File: config.mk
export PLATFORM = sky130hd
export DESIGN_NAME = cmd_mailbox
export DESIGN_NICKNAME = d
export VERILOG_FILES = /design/src/rtl/mbx_pkg.sv /design/src/rtl/mbx_arg_bank.sv /design/src/rtl/mbx_cmd_queue.sv /design/src/rtl/mbx_result_regs.sv /design/src/rtl/mbx_irq_ctrl.sv /design/src/rtl/cmd_mailbox.sv
export SDC_FILE = /design/constraint.sdc
export NUM_CORES = 2
export LEC_CHECK = 0
export BUFFER_PORTS_ARGS = -buffer_cell sky130_fd_sc_hd__buf_4
export CORE_UTILIZATION = 45
export CTS_BUF_LIST = sky130_fd_sc_hd__clkbuf_4 sky130_fd_sc_hd__clkbuf_8 sky130_fd_sc_hd__clkbuf_16
export DETAILED_ROUTE_END_ITERATION = 12
export GPL_ROUTABILITY_DRIVEN = 0
export SYNTH_ARGS = -nofsm -noshare
export SYNTH_HDL_FRONTEND = slang
export SYNTH_SLANG_ARGS = --single-unit
File: constraint.sdc
create_clock -name clk -period 24.4 [get_ports clk]
set_input_delay 3.66 -clock clk [delete_from_list [all_inputs] [get_ports clk]]
set_output_delay 3.66 -clock clk [all_outputs]
set_load 0.01 [all_outputs]
File: src/rtl/mbx_pkg.sv
package mbx_pkg;

    localparam int DATA_W   = 32;
    localparam int NUM_ARGS = 16;
    localparam int ADDR_W   = 6;
    localparam int IDX_W    = $clog2(NUM_ARGS);

    // word addresses of the register window
    localparam int ARG_BASE    = 0;
    localparam int CMD_ADDR    = ARG_BASE + NUM_ARGS;
    localparam int RET_ADDR    = 32;
    localparam int STAT_BASE   = RET_ADDR + 1;
    localparam int QSTAT_ADDR  = STAT_BASE + NUM_ARGS;
    localparam int CAUSE_ADDR  = QSTAT_ADDR + 1;
    localparam int MASK_ADDR   = CAUSE_ADDR + 1;

    // cause / mask bit positions
    localparam int CB_DONE   = 0;
    localparam int CB_REJECT = 17;
    localparam int CB_FULL   = 18;
    localparam int READY_BIT = 8;

    localparam logic [DATA_W-1:0] CAUSE_IMPL =
        (DATA_W'(1) << CB_DONE) | (DATA_W'(1) << CB_REJECT) | (DATA_W'(1) << CB_FULL);

    typedef logic [NUM_ARGS-1:0][DATA_W-1:0] word_set_t;

    typedef struct packed {
        logic [DATA_W-1:0] cmd;
        word_set_t         args;
    } cmd_entry_t;

    function automatic logic is_addr(input logic [ADDR_W-1:0] a, input int target);
        return a == ADDR_W'(target);
    endfunction

endpackage

File: src/rtl/mbx_arg_bank.sv
module mbx_arg_bank
    import mbx_pkg::*;
(
    input  logic              clk,
    input  logic              rst,
    input  logic              wr_en,
    input  logic [IDX_W-1:0]  wr_idx,
    input  logic [DATA_W-1:0] wr_data,
    output word_set_t         args
);
    for (genvar g = 0; g < NUM_ARGS; g++) begin : g_arg
        always_ff @(posedge clk) begin
            if (rst)
                args[g] <= '0;
            else if (wr_en && wr_idx == IDX_W'(g))
                args[g] <= wr_data;
        end
    end
endmodule

File: src/rtl/mbx_cmd_queue.sv
module mbx_cmd_queue
    import mbx_pkg::*;
#(
    parameter int DEPTH = 4
) (
    input  logic                          clk,
    input  logic                          rst,
    input  logic                          push,
    input  cmd_entry_t                    push_entry,
    input  logic                          pop_ready,
    output logic                          pop_valid,
    output cmd_entry_t                    head,
    input  logic                          done,
    output logic [$clog2(DEPTH+1)-1:0]    pending,
    output logic                          push_reject,
    output logic                          full_hit,
    output logic                          done_ok
);
    localparam int PTR_W = (DEPTH > 1) ? $clog2(DEPTH) : 1;
    localparam int CNT_W = $clog2(DEPTH + 1);

    cmd_entry_t        slots [DEPTH];
    logic [PTR_W-1:0]  wr_ptr, rd_ptr;
    logic [CNT_W-1:0]  occ;
    logic              push_ok, pop_fire;

    function automatic logic [PTR_W-1:0] bump(input logic [PTR_W-1:0] p);
        return (p == PTR_W'(DEPTH - 1)) ? '0 : p + 1'b1;
    endfunction

    assign push_ok     = push && (pending < CNT_W'(DEPTH));
    assign push_reject = push && !push_ok;
    assign done_ok     = done && (pending != '0);
    assign pop_valid   = occ != '0;
    assign pop_fire    = pop_valid && pop_ready;
    assign head        = slots[rd_ptr];
    assign full_hit    = push_ok && !done_ok && (pending == CNT_W'(DEPTH - 1));

    always_ff @(posedge clk) begin
        if (push_ok)
            slots[wr_ptr] <= push_entry;
    end

    always_ff @(posedge clk) begin
        if (rst) begin
            wr_ptr  <= '0;
            rd_ptr  <= '0;
            occ     <= '0;
            pending <= '0;
        end else begin
            if (push_ok)
                wr_ptr <= bump(wr_ptr);
            if (pop_fire)
                rd_ptr <= bump(rd_ptr);
            case ({push_ok, pop_fire})
                2'b10:   occ <= occ + 1'b1;
                2'b01:   occ <= occ - 1'b1;
                default: occ <= occ;
            endcase
            case ({push_ok, done_ok})
                2'b10:   pending <= pending + 1'b1;
                2'b01:   pending <= pending - 1'b1;
                default: pending <= pending;
            endcase
        end
    end
endmodule

File: src/rtl/mbx_result_regs.sv
module mbx_result_regs
    import mbx_pkg::*;
(
    input  logic              clk,
    input  logic              rst,
    input  logic              load,
    input  logic [DATA_W-1:0] code_in,
    input  word_set_t         status_in,
    output logic [DATA_W-1:0] code_q,
    output word_set_t         status_q
);
    always_ff @(posedge clk) begin
        if (rst) begin
            code_q   <= '0;
            status_q <= '0;
        end else if (load) begin
            code_q   <= code_in;
            status_q <= status_in;
        end
    end
endmodule

File: src/rtl/mbx_irq_ctrl.sv
module mbx_irq_ctrl
    import mbx_pkg::*;
(
    input  logic              clk,
    input  logic              rst,
    input  logic              set_done,
    input  logic              set_reject,
    input  logic              set_full,
    input  logic              cause_wr,
    input  logic              mask_wr,
    input  logic [DATA_W-1:0] wdata,
    output logic [DATA_W-1:0] cause_q,
    output logic [DATA_W-1:0] mask_q,
    output logic              irq
);
    logic [DATA_W-1:0] set_vec, clr_vec;

    always_comb begin
        set_vec = '0;
        set_vec[CB_DONE]   = set_done;
        set_vec[CB_REJECT] = set_reject;
        set_vec[CB_FULL]   = set_full;
        clr_vec = cause_wr ? (wdata & CAUSE_IMPL) : '0;
    end

    always_ff @(posedge clk) begin
        if (rst) begin
            cause_q <= '0;
            mask_q  <= CAUSE_IMPL;
        end else begin
            cause_q <= (cause_q & ~clr_vec) | set_vec;
            if (mask_wr)
                mask_q <= wdata & CAUSE_IMPL;
        end
    end

    assign irq = |(cause_q & ~mask_q);
endmodule

File: src/rtl/cmd_mailbox.sv
module cmd_mailbox
    import mbx_pkg::*;
#(
    parameter int QUEUE_DEPTH = 4
) (
    input  logic                         clk,
    input  logic                         rst,
    input  logic [ADDR_W-1:0]            bus_addr,
    input  logic                         bus_we,
    input  logic [DATA_W-1:0]            bus_wdata,
    output logic [DATA_W-1:0]            bus_rdata,
    input  logic                         cop_ready,
    output logic                         pop_valid,
    input  logic                         pop_ready,
    output logic [DATA_W-1:0]            pop_cmd,
    output logic [NUM_ARGS*DATA_W-1:0]   pop_args,
    input  logic                         done_strobe,
    input  logic [DATA_W-1:0]            done_code,
    input  logic [NUM_ARGS*DATA_W-1:0]   done_status,
    output logic                         host_irq
);
    localparam int CNT_W = $clog2(QUEUE_DEPTH + 1);

    word_set_t         arg_regs, stat_regs;
    cmd_entry_t        new_entry, head_entry;
    logic [CNT_W-1:0]  pending_cnt;
    logic [DATA_W-1:0] ret_code, cause_q, mask_q;
    logic              arg_wr, cmd_wr, push_reject, full_hit, done_ok;
    logic [ADDR_W-1:0] stat_off;

    assign arg_wr = bus_we && (bus_addr < ADDR_W'(CMD_ADDR));
    assign cmd_wr = bus_we && is_addr(bus_addr, CMD_ADDR);

    mbx_arg_bank u_args (
        .clk     (clk),
        .rst     (rst),
        .wr_en   (arg_wr),
        .wr_idx  (bus_addr[IDX_W-1:0]),
        .wr_data (bus_wdata),
        .args    (arg_regs)
    );

    assign new_entry.cmd  = bus_wdata;
    assign new_entry.args = arg_regs;

    mbx_cmd_queue #(.DEPTH(QUEUE_DEPTH)) u_queue (
        .clk         (clk),
        .rst         (rst),
        .push        (cmd_wr),
        .push_entry  (new_entry),
        .pop_ready   (pop_ready),
        .pop_valid   (pop_valid),
        .head        (head_entry),
        .done        (done_strobe),
        .pending     (pending_cnt),
        .push_reject (push_reject),
        .full_hit    (full_hit),
        .done_ok     (done_ok)
    );

    assign pop_cmd  = head_entry.cmd;
    assign pop_args = head_entry.args;

    mbx_result_regs u_result (
        .clk       (clk),
        .rst       (rst),
        .load      (done_ok),
        .code_in   (done_code),
        .status_in (done_status),
        .code_q    (ret_code),
        .status_q  (stat_regs)
    );

    mbx_irq_ctrl u_irq (
        .clk        (clk),
        .rst        (rst),
        .set_done   (done_ok),
        .set_reject (push_reject),
        .set_full   (full_hit),
        .cause_wr   (bus_we && is_addr(bus_addr, CAUSE_ADDR)),
        .mask_wr    (bus_we && is_addr(bus_addr, MASK_ADDR)),
        .wdata      (bus_wdata),
        .cause_q    (cause_q),
        .mask_q     (mask_q),
        .irq        (host_irq)
    );

    assign stat_off = bus_addr - ADDR_W'(STAT_BASE);

    always_comb begin
        bus_rdata = '0;
        if (bus_addr < ADDR_W'(CMD_ADDR))
            bus_rdata = arg_regs[bus_addr[IDX_W-1:0]];
        else if (is_addr(bus_addr, RET_ADDR))
            bus_rdata = ret_code;
        else if (bus_addr >= ADDR_W'(STAT_BASE) && bus_addr < ADDR_W'(QSTAT_ADDR))
            bus_rdata = stat_regs[stat_off[IDX_W-1:0]];
        else if (is_addr(bus_addr, QSTAT_ADDR)) begin
            bus_rdata = DATA_W'(pending_cnt);
            bus_rdata[READY_BIT] = cop_ready;
        end
        else if (is_addr(bus_addr, CAUSE_ADDR))
            bus_rdata = cause_q;
        else if (is_addr(bus_addr, MASK_ADDR))
            bus_rdata = mask_q;
    end
endmodule

==> key figures <==
Run status
  • Outcome: finished clean

Synth
  • Register area share after synthesis: 70.2%
  • Unique masters post-synth: 47
  • Syn_area_per_cell: approximately 15 sq um
  • Synth Warn #: 0
  • Most common flop cell mapped by yosys: edfxtp_1
  • Yosys reg bits: 3,250
  • Async SR Flop Fraction: 0%
  • Post-synth EDFFs: 2,176
  • Cells after Synth: 8,450
  • Netlist Area Pre-Place: about 120,000 sq um
  • Syn_nets: between 9,000 and 10,000

Timing
  • Final period util: 49.4%
  • Setup TNS: 0 ns
  • # setup viols final: 0
  • Post-route minimum period: 12.06 ns
  • Fin worst setup slack: 12.34 ns
  • Worst-margin pin slew: between 1 and 1.5 ns
  • RSZ-0062 raised after global routing: false
  • Final Skew: 0.0803 ns
  • Fin. max-slew vios: 0
  • Hold Vio Cnt, Final: 0
  • Max_slew headroom: 5.53%
  • Fmax achieved: 0.0829 GHz
  • Final hold slack: 0.455 ns

Clock network
  • Cts bufs inserted: 341
  • CTS Hold Buffers Added: 0
  • CTS-repair resized insts: 0
  • CTS H-tree depth: 5
  • Clock transition at the registers of the reported paths: around 0.06 ns
  • # Post-CTS Setup Buffers: 0
  • Clock Path Buffers: 4
  • CTS Root Cell: clkbuf_16
  • CTS tree: done
  • Skew-Pair Late Insertion Delay: 0.93 ns
  • CTS Sinks: 3,250

Critical path
  • Crit path arrival time: 8.40 ns
  • Kind of critical path: input pin to primary output
  • R2r setup slk: 18.39 ns
  • Critical Path Sink: bus_rdata[10]
  • Register-to-Register Path Depth: 6
  • FF-to-FF End: u_queue.slots[0][297]
  • Worst setup SP type: input pin
  • Crit path capture type: primary output
  • Worst r2r src: u_queue.pending[2]
  • Data required time of the worst path: 20.74 ns
  • Critical path peak fanout: 55
  • Crit path from: bus_addr[1]

Placement
  • Placed cells: between 10,000 and 15,000
  • Port-buffer cells: 1,165
  • Pre-CTS WS: 12.45 ns
  • DP HPWL: 318 mm
  • Area after DPL: approximately 140,000 sq um

Routing
  • DRT Pass-1 Iters: 6
  • Routed WL: 450 mm
  • DRC: 0
  • Vias per cell: between 6 and 7
  • Routed WL per cell: 33.8 microns
  • Initial DRC Count: approximately 11,000
  • Routed vias: 80,100
  • ANT nets after route: 0

Layout
  • Layout cell share with drive strength beyond 1: 27.6%
  • Final Cell Area: 147,000 sq um
  • Area grow syn2layout: 18.9%
  • Fillers: 22,300
  • Final Util: 53.8%
  • Multi-input gate area: about 34,000 sq um
  • Register area: 86,900 sq um
  • Cell Count, Final, Fillers Out: about 13,000
  • Nets: roughly 10,000

GRT
  • First-pass GRT wire length: approximately 610 mm
  • Maximum number of pins on one net before global-route repair: 239
  • GR Overflow Total: 0
  • Gr usage total: 31.9%
  • Initial antenna violation count: 40
  • Vias in the first global route: 76,800

Pwr
  • P_leak: 49.1 nW
  • Power Density: 78.1 nW/um^2
  • Tot Pwr: 11.5 mW
  • Peak supply drop: 0.0000592 V

Die
  • Die X: 526 microns
  • # rows: 192
  • Starting Density: 45.3%
  • I/O pins: 1,166
  • Die area: approximately 280,000 sq um
  • Total core area: 273,000 sq um
  • Die height: 526 microns

Job
  • Max Cap Viol: 0

Worst hold path
  • HP Class: flip-flop to flip-flop
-- cells in the final DEF, fill, tap and decap left out, drive strengths merged, types with 4 or more instances in the layout --
master / count
and2: 7
nand3: 45
a32oi: 39
o21ai: 9
nor2b: 8
a22oi: 52
o211ai: 11
clkinv: 93
buf: 1266
clkbuf: 491
mux4: 771
a221oi: 26
clkinvlp: 13
xor2: 5
edfxtp: 2176
a22o: 4
nor2: 30
bufinv: 21
diode: 24
mux2i: 15
nor3: 4
ha: 12
nand4: 17
nand2: 2346
inv: 26
a21oi: 1089
o2111ai: 20
dfxtp: 1074
-- power breakdown --
part / internal [mW] / leakage, nW / switching (mW) / total, mW
sequential: 5.82 / 28.8 / 0.0148 / 5.84
combinational: 0.119 / 14.5 / 0.218 / 0.336
clock: 3.13 / 5.78 / 2.18 / 5.32
total: 9.07 / 49.1 / 2.42 / 11.5
-- cell usage after synthesis, drive strengths merged (3+ instances only) --
cell	number	area [sq um]
nand2	2346	8810
edfxtp	2176	65300
a21oi	1089	5450
dfxtp	1074	21500
mux4	771	17400
clkbuf	418	1570
buf	229	1130
a22oi	52	390
nand3	45	225
a32oi	39	342
nor2	30	113
a221oi	26	228
o2111ai	20	175
inv	19	71.3
nand4	17	106
mux2i	15	150
ha	12	150
o211ai	11	82.6
o21ai	9	45.0
nor2b	8	50.1
and2	7	43.8
xor2	5	62.6
a22o	4	35.0
nor3	4	20.0
a211o	3	26.3
nand2b	3	18.8
or3	3	18.8
-- logic make-up (layout without fill, tap and decap cells) --
family | count (synthesis) | count (layout) | share of synthesized area (%)
adders and majority gates | 14 | 14 | 0.154
muxes | 787 | 787 | 14.2
AOI/OAI and AO/OA | 1256 | 1256 | 5.50
DFF | 3250 | 3250 | 70.2
xor gates and xnor gates | 7 | 7 | 0.0799
other | 0 | 24 | 0
and+or+nand+nor | 2470 | 2470 | 7.66
buffers and inverters | 666 | 1910 | 2.24
-- worst max-delay path, cell delays in order --
cell       delay (ns)
clkbuf_8         0.37
inv_1            0.25
ha_4             0.88
buf_4            0.78
nor2b_4          0.59
buf_4            0.37
nand3_1          0.12
o2111ai_1        0.38
a32oi_1          0.44
buf_4            0.31
-- per-layer routing --
layer / global-route usage, % / share of wire (%)
met4: 18.4 / 6.6
met2: 51.0 / 48
met1: 40.2 / 36
met3: 6.92 / 9.4
met5: 0 / 0.022
-- how the worst min path moves through the flow --
stage | from | cells after the start | slack (ns) | endpoint
after floorplan | u_result.status_q[192] | 2 | 0.43 | u_result.status_q[192]
after global placement | u_result.status_q[331] | 2 | 0.44 | u_result.status_q[331]
after detailed placement | u_result.status_q[24] | 2 | 0.45 | u_result.status_q[24]
after CTS | u_result.status_q[24] | 2 | 0.45 | u_result.status_q[24]
after global routing | u_result.status_q[301] | 2 | 0.47 | u_result.status_q[301]
final | u_result.status_q[407] | 2 | 0.46 | u_result.status_q[407]
-- flip-flops by register name, indices dropped and copies added, names as in the netlist, named ones only --
signal	flops
u_queue.occ	3
u_queue.slots	2176
u_irq.cause_q	3
u_result.status_q	512
u_queue.wr_ptr	2
u_result.code_q	32
u_queue.rd_ptr	2
u_irq.mask_q	3
u_args.args	512
u_queue.pending	3
-- final cells by class --
| type | instances | area share (%) |
|---|---|---|
| sequential | 3250 | 59.1 |
| multi-input combinational | 4534 | 23.3 |
| clock buffer | 490 | 6.91 |
| timing repair buffer | 1267 | 6.59 |
| tap | 3589 | 3.05 |
| clock inverter | 134 | 0.951 |
| inverter | 19 | 0.0536 |
| antenna | 24 | 0.0408 |
Note: power is estimated with default switching activity, not from simulation.
